### config.mk
export PLATFORM = sky130hd
export DESIGN_NAME = vliw_bundle_decoder
export DESIGN_NICKNAME = d
export VERILOG_FILES = /design/src/rtl/vliw_pkg.sv /design/src/rtl/vliw_tpl_decode.sv /design/src/rtl/vliw_slot_seq.sv /design/src/rtl/vliw_bundle_decoder.sv
export SDC_FILE = /design/constraint.sdc
export NUM_CORES = 1
export LEC_CHECK = 0
export CORE_MARGIN = 3
export CORE_UTILIZATION = 30
export CTS_CLUSTER_SIZE = 8
export DETAILED_ROUTE_END_ITERATION = 12
export DONT_BUFFER_PORTS = 1
export PLACE_DENSITY_LB_ADDON = 0.12
export SETUP_SLACK_MARGIN = 0.3
export SYNTH_ARGS = -nofsm -noshare
export SYNTH_HDL_FRONTEND = slang
export SYNTH_SLANG_ARGS = --single-unit
### constraint.sdc
create_clock -name clk -period 1.7 [get_ports clk]
set_input_delay 0.34 -clock clk [delete_from_list [all_inputs] [get_ports clk]]
set_output_delay 0.34 -clock clk [all_outputs]
set_load 0.02 [all_outputs]
### src/rtl/vliw_pkg.sv
package vliw_pkg;
  localparam int TPL_W    = 5;
  localparam int SYL_W    = 41;
  localparam int SLOTS    = 3;
  localparam int BUNDLE_W = TPL_W + SLOTS * SYL_W;
  localparam int IDX_W    = $clog2(SLOTS);
  localparam int UNIT_W   = 3;

  typedef enum logic [UNIT_W-1:0] {
    UNIT_M = 3'd0,
    UNIT_I = 3'd1,
    UNIT_F = 3'd2,
    UNIT_B = 3'd3,
    UNIT_L = 3'd4
  } unit_e;

  typedef struct packed {
    logic                          legal;
    logic                          is_long;
    logic [SLOTS-1:0][UNIT_W-1:0]  unit;
    logic [SLOTS-1:0]              stop;
  } tpl_info_t;
endpackage

### src/rtl/vliw_tpl_decode.sv
module vliw_tpl_decode
  import vliw_pkg::*;
(
  input  logic [TPL_W-1:0] tpl,
  output tpl_info_t        info
);
  // Templates come in pairs; the upper four bits pick the unit pattern.
  function automatic logic [SLOTS-1:0][UNIT_W-1:0] pack3(unit_e a, unit_e b, unit_e c);
    pack3 = {c, b, a};
  endfunction

  always_comb begin
    info         = '0;
    info.legal   = 1'b1;
    info.is_long = 1'b0;
    unique case (tpl[TPL_W-1:1])
      4'd0, 4'd1: info.unit = pack3(UNIT_M, UNIT_I, UNIT_I);
      4'd2: begin
        info.unit    = pack3(UNIT_M, UNIT_L, UNIT_L);
        info.is_long = 1'b1;
      end
      4'd4, 4'd5: info.unit = pack3(UNIT_M, UNIT_M, UNIT_I);
      4'd6:       info.unit = pack3(UNIT_M, UNIT_F, UNIT_I);
      4'd7:       info.unit = pack3(UNIT_M, UNIT_M, UNIT_F);
      4'd8:       info.unit = pack3(UNIT_M, UNIT_I, UNIT_B);
      4'd9:       info.unit = pack3(UNIT_M, UNIT_B, UNIT_B);
      4'd11:      info.unit = pack3(UNIT_B, UNIT_B, UNIT_B);
      4'd12:      info.unit = pack3(UNIT_M, UNIT_M, UNIT_B);
      4'd14:      info.unit = pack3(UNIT_M, UNIT_F, UNIT_B);
      default:    info.legal = 1'b0;
    endcase
    // Group boundaries: low bit marks end of bundle, pairs 1 and 5 add an inner one.
    info.stop[SLOTS-1] = tpl[0];
    info.stop[1]       = (tpl[TPL_W-1:1] == 4'd1);
    info.stop[0]       = (tpl[TPL_W-1:1] == 4'd5);
  end
endmodule

### src/rtl/vliw_slot_seq.sv
module vliw_slot_seq
  import vliw_pkg::*;
(
  input  logic                         clk,
  input  logic                         rst_n,
  input  logic                         load,
  input  tpl_info_t                    info_in,
  input  logic [SLOTS-1:0][SYL_W-1:0]  syl_in,
  output logic                         busy,
  output logic                         out_valid,
  input  logic                         out_ready,
  output logic [SYL_W-1:0]             out_syl,
  output logic [SYL_W-1:0]             out_ext,
  output logic [UNIT_W-1:0]            out_unit,
  output logic [IDX_W-1:0]             out_slot,
  output logic                         out_stop
);
  localparam logic [IDX_W-1:0] LAST_IDX = IDX_W'(SLOTS-1);

  logic                         busy_q, busy_d;
  logic [IDX_W-1:0]             idx_q, idx_d;
  tpl_info_t                    info_q;
  logic [SLOTS-1:0][SYL_W-1:0]  syl_q;
  logic                         long_emit, last_emit, fire;

  assign long_emit = info_q.is_long && (idx_q == IDX_W'(1));
  assign last_emit = (idx_q == LAST_IDX) || long_emit;
  assign fire      = busy_q && out_ready;

  always_comb begin
    busy_d = busy_q;
    idx_d  = idx_q;
    if (load) begin
      busy_d = 1'b1;
      idx_d  = '0;
    end else if (fire) begin
      if (last_emit) busy_d = 1'b0;
      else           idx_d  = idx_q + IDX_W'(1);
    end
  end

  always_ff @(posedge clk or negedge rst_n) begin
    if (!rst_n) begin
      busy_q <= 1'b0;
      idx_q  <= '0;
    end else begin
      busy_q <= busy_d;
      idx_q  <= idx_d;
    end
  end

  // Payload registers carry no reset; they load only on acceptance.
  always_ff @(posedge clk) begin
    if (load) begin
      info_q <= info_in;
      syl_q  <= syl_in;
    end
  end

  assign busy      = busy_q;
  assign out_valid = busy_q;
  assign out_slot  = idx_q;
  assign out_syl   = syl_q[idx_q];
  assign out_ext   = long_emit ? syl_q[SLOTS-1] : '0;
  assign out_unit  = info_q.unit[idx_q];
  assign out_stop  = long_emit ? info_q.stop[SLOTS-1] : info_q.stop[idx_q];

  AST_STALL_HOLD: assert property (@(posedge clk) disable iff (!rst_n)
    out_valid && !out_ready |=> out_valid && $stable(out_syl) && $stable(out_unit)
                                && $stable(out_slot) && $stable(out_stop) && $stable(out_ext))
    else $error("stall hold");
  AST_SLOT_ORDER: assert property (@(posedge clk) disable iff (!rst_n)
    out_valid && out_ready && out_slot == '0 |=> out_valid && out_slot == IDX_W'(1))
    else $error("slot order");
  AST_FINAL_DROP: assert property (@(posedge clk) disable iff (!rst_n)
    out_valid && out_ready && out_slot == LAST_IDX |=> !out_valid)
    else $error("final drop");
  AST_LONG_SLOT: assert property (@(posedge clk) disable iff (!rst_n)
    out_valid && out_unit == UNIT_L |-> out_slot == IDX_W'(1))
    else $error("long slot");
endmodule

### src/rtl/vliw_bundle_decoder.sv
module vliw_bundle_decoder
  import vliw_pkg::*;
(
  input  logic                 clk,
  input  logic                 rst_n,
  input  logic                 in_valid,
  output logic                 in_ready,
  input  logic [BUNDLE_W-1:0]  in_bundle,
  output logic                 out_valid,
  input  logic                 out_ready,
  output logic [SYL_W-1:0]     out_syl,
  output logic [SYL_W-1:0]     out_ext,
  output logic [UNIT_W-1:0]    out_unit,
  output logic [IDX_W-1:0]     out_slot,
  output logic                 out_stop,
  output logic                 illegal
);
  logic [1:0]                   rst_sync_q;
  logic                         rst_ni;
  tpl_info_t                    dec_info;
  logic [SLOTS-1:0][SYL_W-1:0]  syl_split;
  logic                         busy, accept, load, illegal_q, illegal_d;

  // Reset asserts at once and releases on a clock edge.
  always_ff @(posedge clk or negedge rst_n) begin
    if (!rst_n) rst_sync_q <= '0;
    else        rst_sync_q <= {rst_sync_q[0], 1'b1};
  end
  assign rst_ni = rst_sync_q[1];

  for (genvar s = 0; s < SLOTS; s++) begin : g_split
    assign syl_split[s] = in_bundle[TPL_W + s*SYL_W +: SYL_W];
  end

  vliw_tpl_decode u_dec (
    .tpl  (in_bundle[TPL_W-1:0]),
    .info (dec_info)
  );

  assign in_ready  = !busy;
  assign accept    = in_valid && in_ready && rst_ni;
  assign load      = accept && dec_info.legal;
  assign illegal_d = accept && !dec_info.legal;

  always_ff @(posedge clk or negedge rst_ni) begin
    if (!rst_ni) illegal_q <= 1'b0;
    else         illegal_q <= illegal_d;
  end
  assign illegal = illegal_q;

  vliw_slot_seq u_seq (
    .clk       (clk),
    .rst_n     (rst_ni),
    .load      (load),
    .info_in   (dec_info),
    .syl_in    (syl_split),
    .busy      (busy),
    .out_valid (out_valid),
    .out_ready (out_ready),
    .out_syl   (out_syl),
    .out_ext   (out_ext),
    .out_unit  (out_unit),
    .out_slot  (out_slot),
    .out_stop  (out_stop)
  );

  AST_ILLEGAL_SILENT: assert property (@(posedge clk) disable iff (!rst_ni)
    illegal |-> !out_valid && in_ready)
    else $error("illegal emitted");
  AST_LOAD_BUSY: assert property (@(posedge clk) disable iff (!rst_ni)
    in_valid && in_ready && in_bundle[TPL_W-1:0] == 5'd9 |=> out_valid && !in_ready && out_slot == '0)
    else $error("load busy");
endmodule

==> Yosys cells after proc, flatten, opt, wreduce, memory -nomap -nowiden <==
Index checks and enable logic that the tools add are counted.
{ "totals": {"wordCells": 62, "ff_bits": 142} }
{ "classes": {"n_lt_le_gt_ge": 1, "eq_ne": 14, "n_mux": 17, "reduce_logical": 17, "n_addsub": 1} }
{ "ops": {"columns": ["operator", "count"], "rows": [
  ["$pmux 9 s10", 1],
  ["$bmux 41 s2", 1],
  ["$mux 41", 2],
  ["$eq 4x4->1 const B", 5],
  ["$eq 4x3->1 const B", 4],
  ["$reduce_or 12->1", 1],
  ["$mux 1", 7],
  ["$bmux 3 s2", 1],
  ["$logic_and 1x1->1", 6],
  ["$mux 2", 3],
  ["$eq 4x1->1 const B", 1],
  ["$eq 4x2->1 const B", 1],
  ["$logic_not 4->1", 1],
  ["$reduce_and 2->1", 2],
  ["$reduce_bool 2->1", 2],
  ["$reduce_or 2->1", 2],
  ["$lt 2x3->1 const B", 1],
  ["$mux 3", 1],
  ["$add 2x1->2 const B", 1],
  ["$bmux 1 s2", 1],
  ["$eq 2x1->1 const B", 1],
  ["$eq 2x2->1 const B", 1],
  ["$logic_not 1->1", 2],
  ["$ne 2x2->1 const B", 1],
  ["$logic_or 1x1->1", 1]
]} }

==> Depth between registers and ports, before layout <==
{ "logic_depth": {"depth_word": 6, "depth_mapped": 6} }

==> Modules after synthesis <==
A second synthesis with hierarchy kept.
{ "unflattened": {"hier_cells": 391, "area_unflattened_um2": 5860.6} }
{ "by_module_without_submodules": {"columns": ["module", "area_per_inst_um2", "seq_area_each_um2", "instances", "cells_each"], "rows": [
  ["vliw_slot_seq", 5581.6, 4159.0, 1, 357],
  ["vliw_tpl_decode", 172.7, 0.0, 1, 27],
  ["vliw_bundle_decoder", 106.4, 75.1, 1, 7]
]} }

==> Worst setup path after synthesis <==
No wires, ideal clock.
{ "synth_timing": {"kind": "reg2reg", "start": "reg u_seq.busy_q, in the netlist u_seq.busy", "end": "reg u_seq.info_q[0] (netlist name), enable pin", "t_arrival_ns": 4.177, "required_time_ns": 1.180, "synth_period_minus_slack_ns": 4.697, "setup_slack_ns": -2.997, "stages_incl_launch_ff": 3, "cell_sequence": "dfrtp_1 nand3b_1 a211oi_4"} }
{ "synth_between": {"elab_chain_len": 4} }
{ "synth_rtl": {"columns": ["element", "line", "rtl"], "rows": [
  ["start, declared", "vliw_slot_seq.sv:20", "logic busy_q, busy_d;"],
  ["start signal, assigned", "vliw_slot_seq.sv:47", "busy_q <= busy_d;"],
  ["$logic_not 1->1", "vliw_bundle_decoder.sv:40", "assign in_ready = !busy;"],
  ["$logic_and 1x1->1 (2 in a row)", "vliw_bundle_decoder.sv:41", "assign accept = in_valid && in_ready && rst_ni;"],
  ["$logic_and 1x1->1", "vliw_bundle_decoder.sv:42", "assign load = accept && dec_info.legal;"],
  ["via load", "vliw_bundle_decoder.sv:22", "logic busy, accept, load, illegal_q, illegal_d;"],
  ["end signal, assigned", "vliw_slot_seq.sv:55", "info_q <= info_in;"],
  ["end, declared", "vliw_slot_seq.sv:22", "tpl_info_t info_q;"]
]} }
The timed path passes the listed nets, and every way through them passes these cells.
A chain may end at the register's enable or synchronous reset.

==> Final worst setup path <==
{ "layout_timing": {"start": "reg u_seq.idx_q[1], in the netlist u_seq.out_slot[1]", "end": "out out_syl[10]"} }
{ "layout_between": {"elab_chain_len": 2} }
{ "layout_rtl": {"columns": ["element", "line", "rtl"], "rows": [
  ["start, declared", "vliw_slot_seq.sv:21", "logic [IDX_W-1:0] idx_q, idx_d;"],
  ["start signal, assigned", "vliw_slot_seq.sv:48", "idx_q <= idx_d;"],
  ["$bmux 41 s2", "vliw_slot_seq.sv:63", "assign out_syl = syl_q[idx_q];"],
  ["$mux 41 (not written as such)", "vliw_slot_seq.sv:63", null],
  ["end, declared", "vliw_bundle_decoder.sv:11", "output logic [SYL_W-1:0] out_syl,"]
]} }
Every way passes these cells. The select of a mux whose other input is x is not followed.

==> results.md <==
- Status: complete, but fails checks
- Failing checks: negative setup slack
- Synth warnings: 0
- Die area: 0.0207 mm²
- Commonest non-fill, non-tap cell in the layout: edfxtp_1
- Power Density: about 1500 mW/mm²
- Wire per inst: 21.2 µm
- Die width: 144 µm
- Vias in the first global route: about 4300
- Synth Net Count: a little over 500
- Via Count: 3999
- Clock sink count: about 140
- Core area: about 0.018 mm²
- Num ports: ~220
- Number of cell rows: 49
- RSZ-0062 raised after global routing: true
- Synth area leaders: edfxtp_1, mux2i_1, and3_1
- Die H: about 140 µm
- CP Launch Type: register
- N_diodes: 0
- Clock skew: 6.56 ps
- Dominant cell type by area after synthesis: edfxtp_1
- DRT iter0 DRCs: 147
- Mapped Cells: about 390
- Worst setup startpoint: u_seq.out_slot[1]$_DFFE_PN0P_
- Gr ovfl total: 0
- WP data arrival: between 1500 and 2000 ps
- Finished Cell Area: approximately 0.010 mm²
- Synth top area share: 0.700
- CTS Root Cell: clkbuf_16
- R2R Setup Slk: roughly 20 ps
- Final WL: approximately 17 mm
- Setup violators final: 86
- Largest net degree at the start of global routing: 28
- Mapped Avg Cell Area: between 10 and 15 µm²
- CTS clk-pin slew, worst paths: 60 ps
- TritonCTS clock tree: done
- # DRC: 0
- Primary FF master, synth: edfxtp_1
- Area growth syn-to-layout: 75.4%
- Worst r2r src: u_seq.busy$_DFFE_PN0P_
- Layout cell share with drive strength beyond 1: 0.424
- Post-Syn Area: 0.00571 mm²
- Final hold viol count: 0
- First-pass GRT wire length: 24.3 mm
- Critical Path Sink: out_syl[10]
- Number of flops mapped to enable cells by yosys: roughly 130
- # H-tree levels: 4
- Util after Layout: 0.546
- Asr flop ratio synth: 0.0432
- TritonCTS buffer count: 17
- Worst setup EP type: primary output
- Initial Util: 0.311
- DRT Pass-1 Iters: 4
- Kind of critical path: register to primary output
- Leakage Power: between 0.003 and 0.004 µW
- Worst hold path class: primary input to register
- Max-cap viol count: 0
- Synth unique cells: 38
- Fin. max-slew vios: 0
- Fin worst setup slack: -387 ps
- Avg Vias per Cell: roughly 4.9
- Port bufs: 0
- Clock tree buffer depth: 2
- VDD IR max: roughly 0.9 mV
- Flops & latches, synth: approximately 140
- R2r worst-path depth: 5
- Antenna violations before repair: 0
- Critical Path RT: approximately 1400 ps
- Post-synthesis sequential area ratio: 0.726
- Fin crit share: 1.23
- Latest clock arrival within the worst-skew pair: 420 ps
- Nets: ~700
- Area after DPL: between 0.007 and 0.008 mm²
- Worst-path fanout max: 15
- RR Endpoint: u_seq.syl_q[59]$_DFFE_PP_
- DP HPWL: 10.5 mm
- Post-layout min period: ~2100 ps
- Gr usage total: 0.158
- Most frequent cells in the layout: edfxtp_1, dlygate4sd3_1, nand2_4, o21ai_4, and3_4
- Remaining antenna violation count: 0
- F_max: approximately 480 MHz
- Routability Congestion: ~0.71
## synth_stat cells (all sizes together), types with 2 or more instances
| master | instances |
|---|---|
| dfrtp | 6 |
| buf | 13 |
| nor3 | 2 |
| a31oi | 2 |
| nor2 | 2 |
| mux2i | 41 |
| nand2b | 2 |
| nand2 | 48 |
| a21oi | 7 |
| o21ai | 47 |
| and3 | 43 |
| inv | 3 |
| nor3b | 3 |
| edfxtp | 133 |
| ha | 2 |
| nor2b | 3 |
| and2 | 2 |
| clkbuf | 12 |
## what timing repair did
item                                   in CTS  in global routing
hold buffers                              125                  0
pin swaps                                   2                  0
buffers inserted                           17                  6
cloned                                      8                 11
resized for setup                          46                 17
setup endpoints to repair                 224                225
endpoints found under the hold margin     126                  0
## metal layers
| layer | share of wire | track usage | up-vias |
|---|---|---|---|
| li1 | - | - | 1848 |
| met1 | 0.40 | 0.179 | 2004 |
| met2 | 0.52 | 0.272 | 130 |
| met3 | 0.065 | 0.0582 | 17 |
| met4 | 0.017 | 0.0619 | 0 |
| met5 | 0 | 0 | - |
## power breakdown
group / internal [µW] / total, µW / switching (µW)
clock network: 2340 / 3860 / 1520
logic: 2930 / 6740 / 3810
registers: 4150 / 4340 / 194
## worst min path at each step
stage	endpoint	slack, ps	start	cells after the start
2_1_floorplan	rst_sync_q[0]$_DFF_PN0_	40	rst_n	0
3_3_place_gp	rst_sync_q[0]$_DFF_PN0_	40	rst_n	0
3_5_place_dp	rst_sync_q[0]$_DFF_PN0_	40	rst_n	0
4_1_cts	u_seq.out_slot[0]$_DFFE_PN0P_	60	out_ready	2
5_1_grt	u_seq.out_slot[0]$_DFFE_PN0P_	80	out_ready	2
6_report	u_seq.out_slot[0]$_DFFE_PN0P_	110	out_ready	2
## kinds of logic (layout without fill, tap and decap cells)
family | count (synthesis) | count (layout) | share of synthesized area
flops | 139 | 139 | 0.726
simple gates | 111 | 111 | 0.102
compound gates | 62 | 62 | 0.0596
mux | 41 | 41 | 0.0719
buf+inv | 28 | 235 | 0.0320
fa+ha+maj | 2 | 2 | 0.00438
other cells | 1 | 1 | 0.000657
xor+xnor | 1 | 1 | 0.00285
## state kept, by name, summed over array words and instances, names as in the netlist
register	flops
u_seq.info_q	10
illegal	1
rst_sync_q	2
u_seq.syl_q	123
u_seq.busy	1
u_seq.out_slot	2
## cell type report
cell class	instances	area, µm²
clock inverter	15	188
tap	229	287
clock buffer	17	425
multi-input combinational	218	2430
sequential	139	4150
inverter	3	26.3
fill	1479	8320
timing repair buffer	200	2500
## critical path, cell delays in order, from the launching register on
cell and delay, ps:
dfrtp_4 520, and2b_4 370, buf_12 240, nand2_4 80, o21ai_4 100
## per-stage QoR
step | total power (µW) | hold WS (ps) | TNS (ps) | cells | worst slack, ps
floorplan | 8900 | 44.4 | -393700 | 385 | -2900
global placement | 9770 | 44.5 | 0 | 622 | 57.7
detailed placement | 9800 | 44.5 | 0 | 622 | 9.84
CTS | 14500 | 63.8 | -28220 | 804 | -389
global route | 15600 | 79.6 | -34000 | 821 | -462
finish | 14900 | 109 | -27680 | 821 | -387
(Power assumes the default switching activity.)
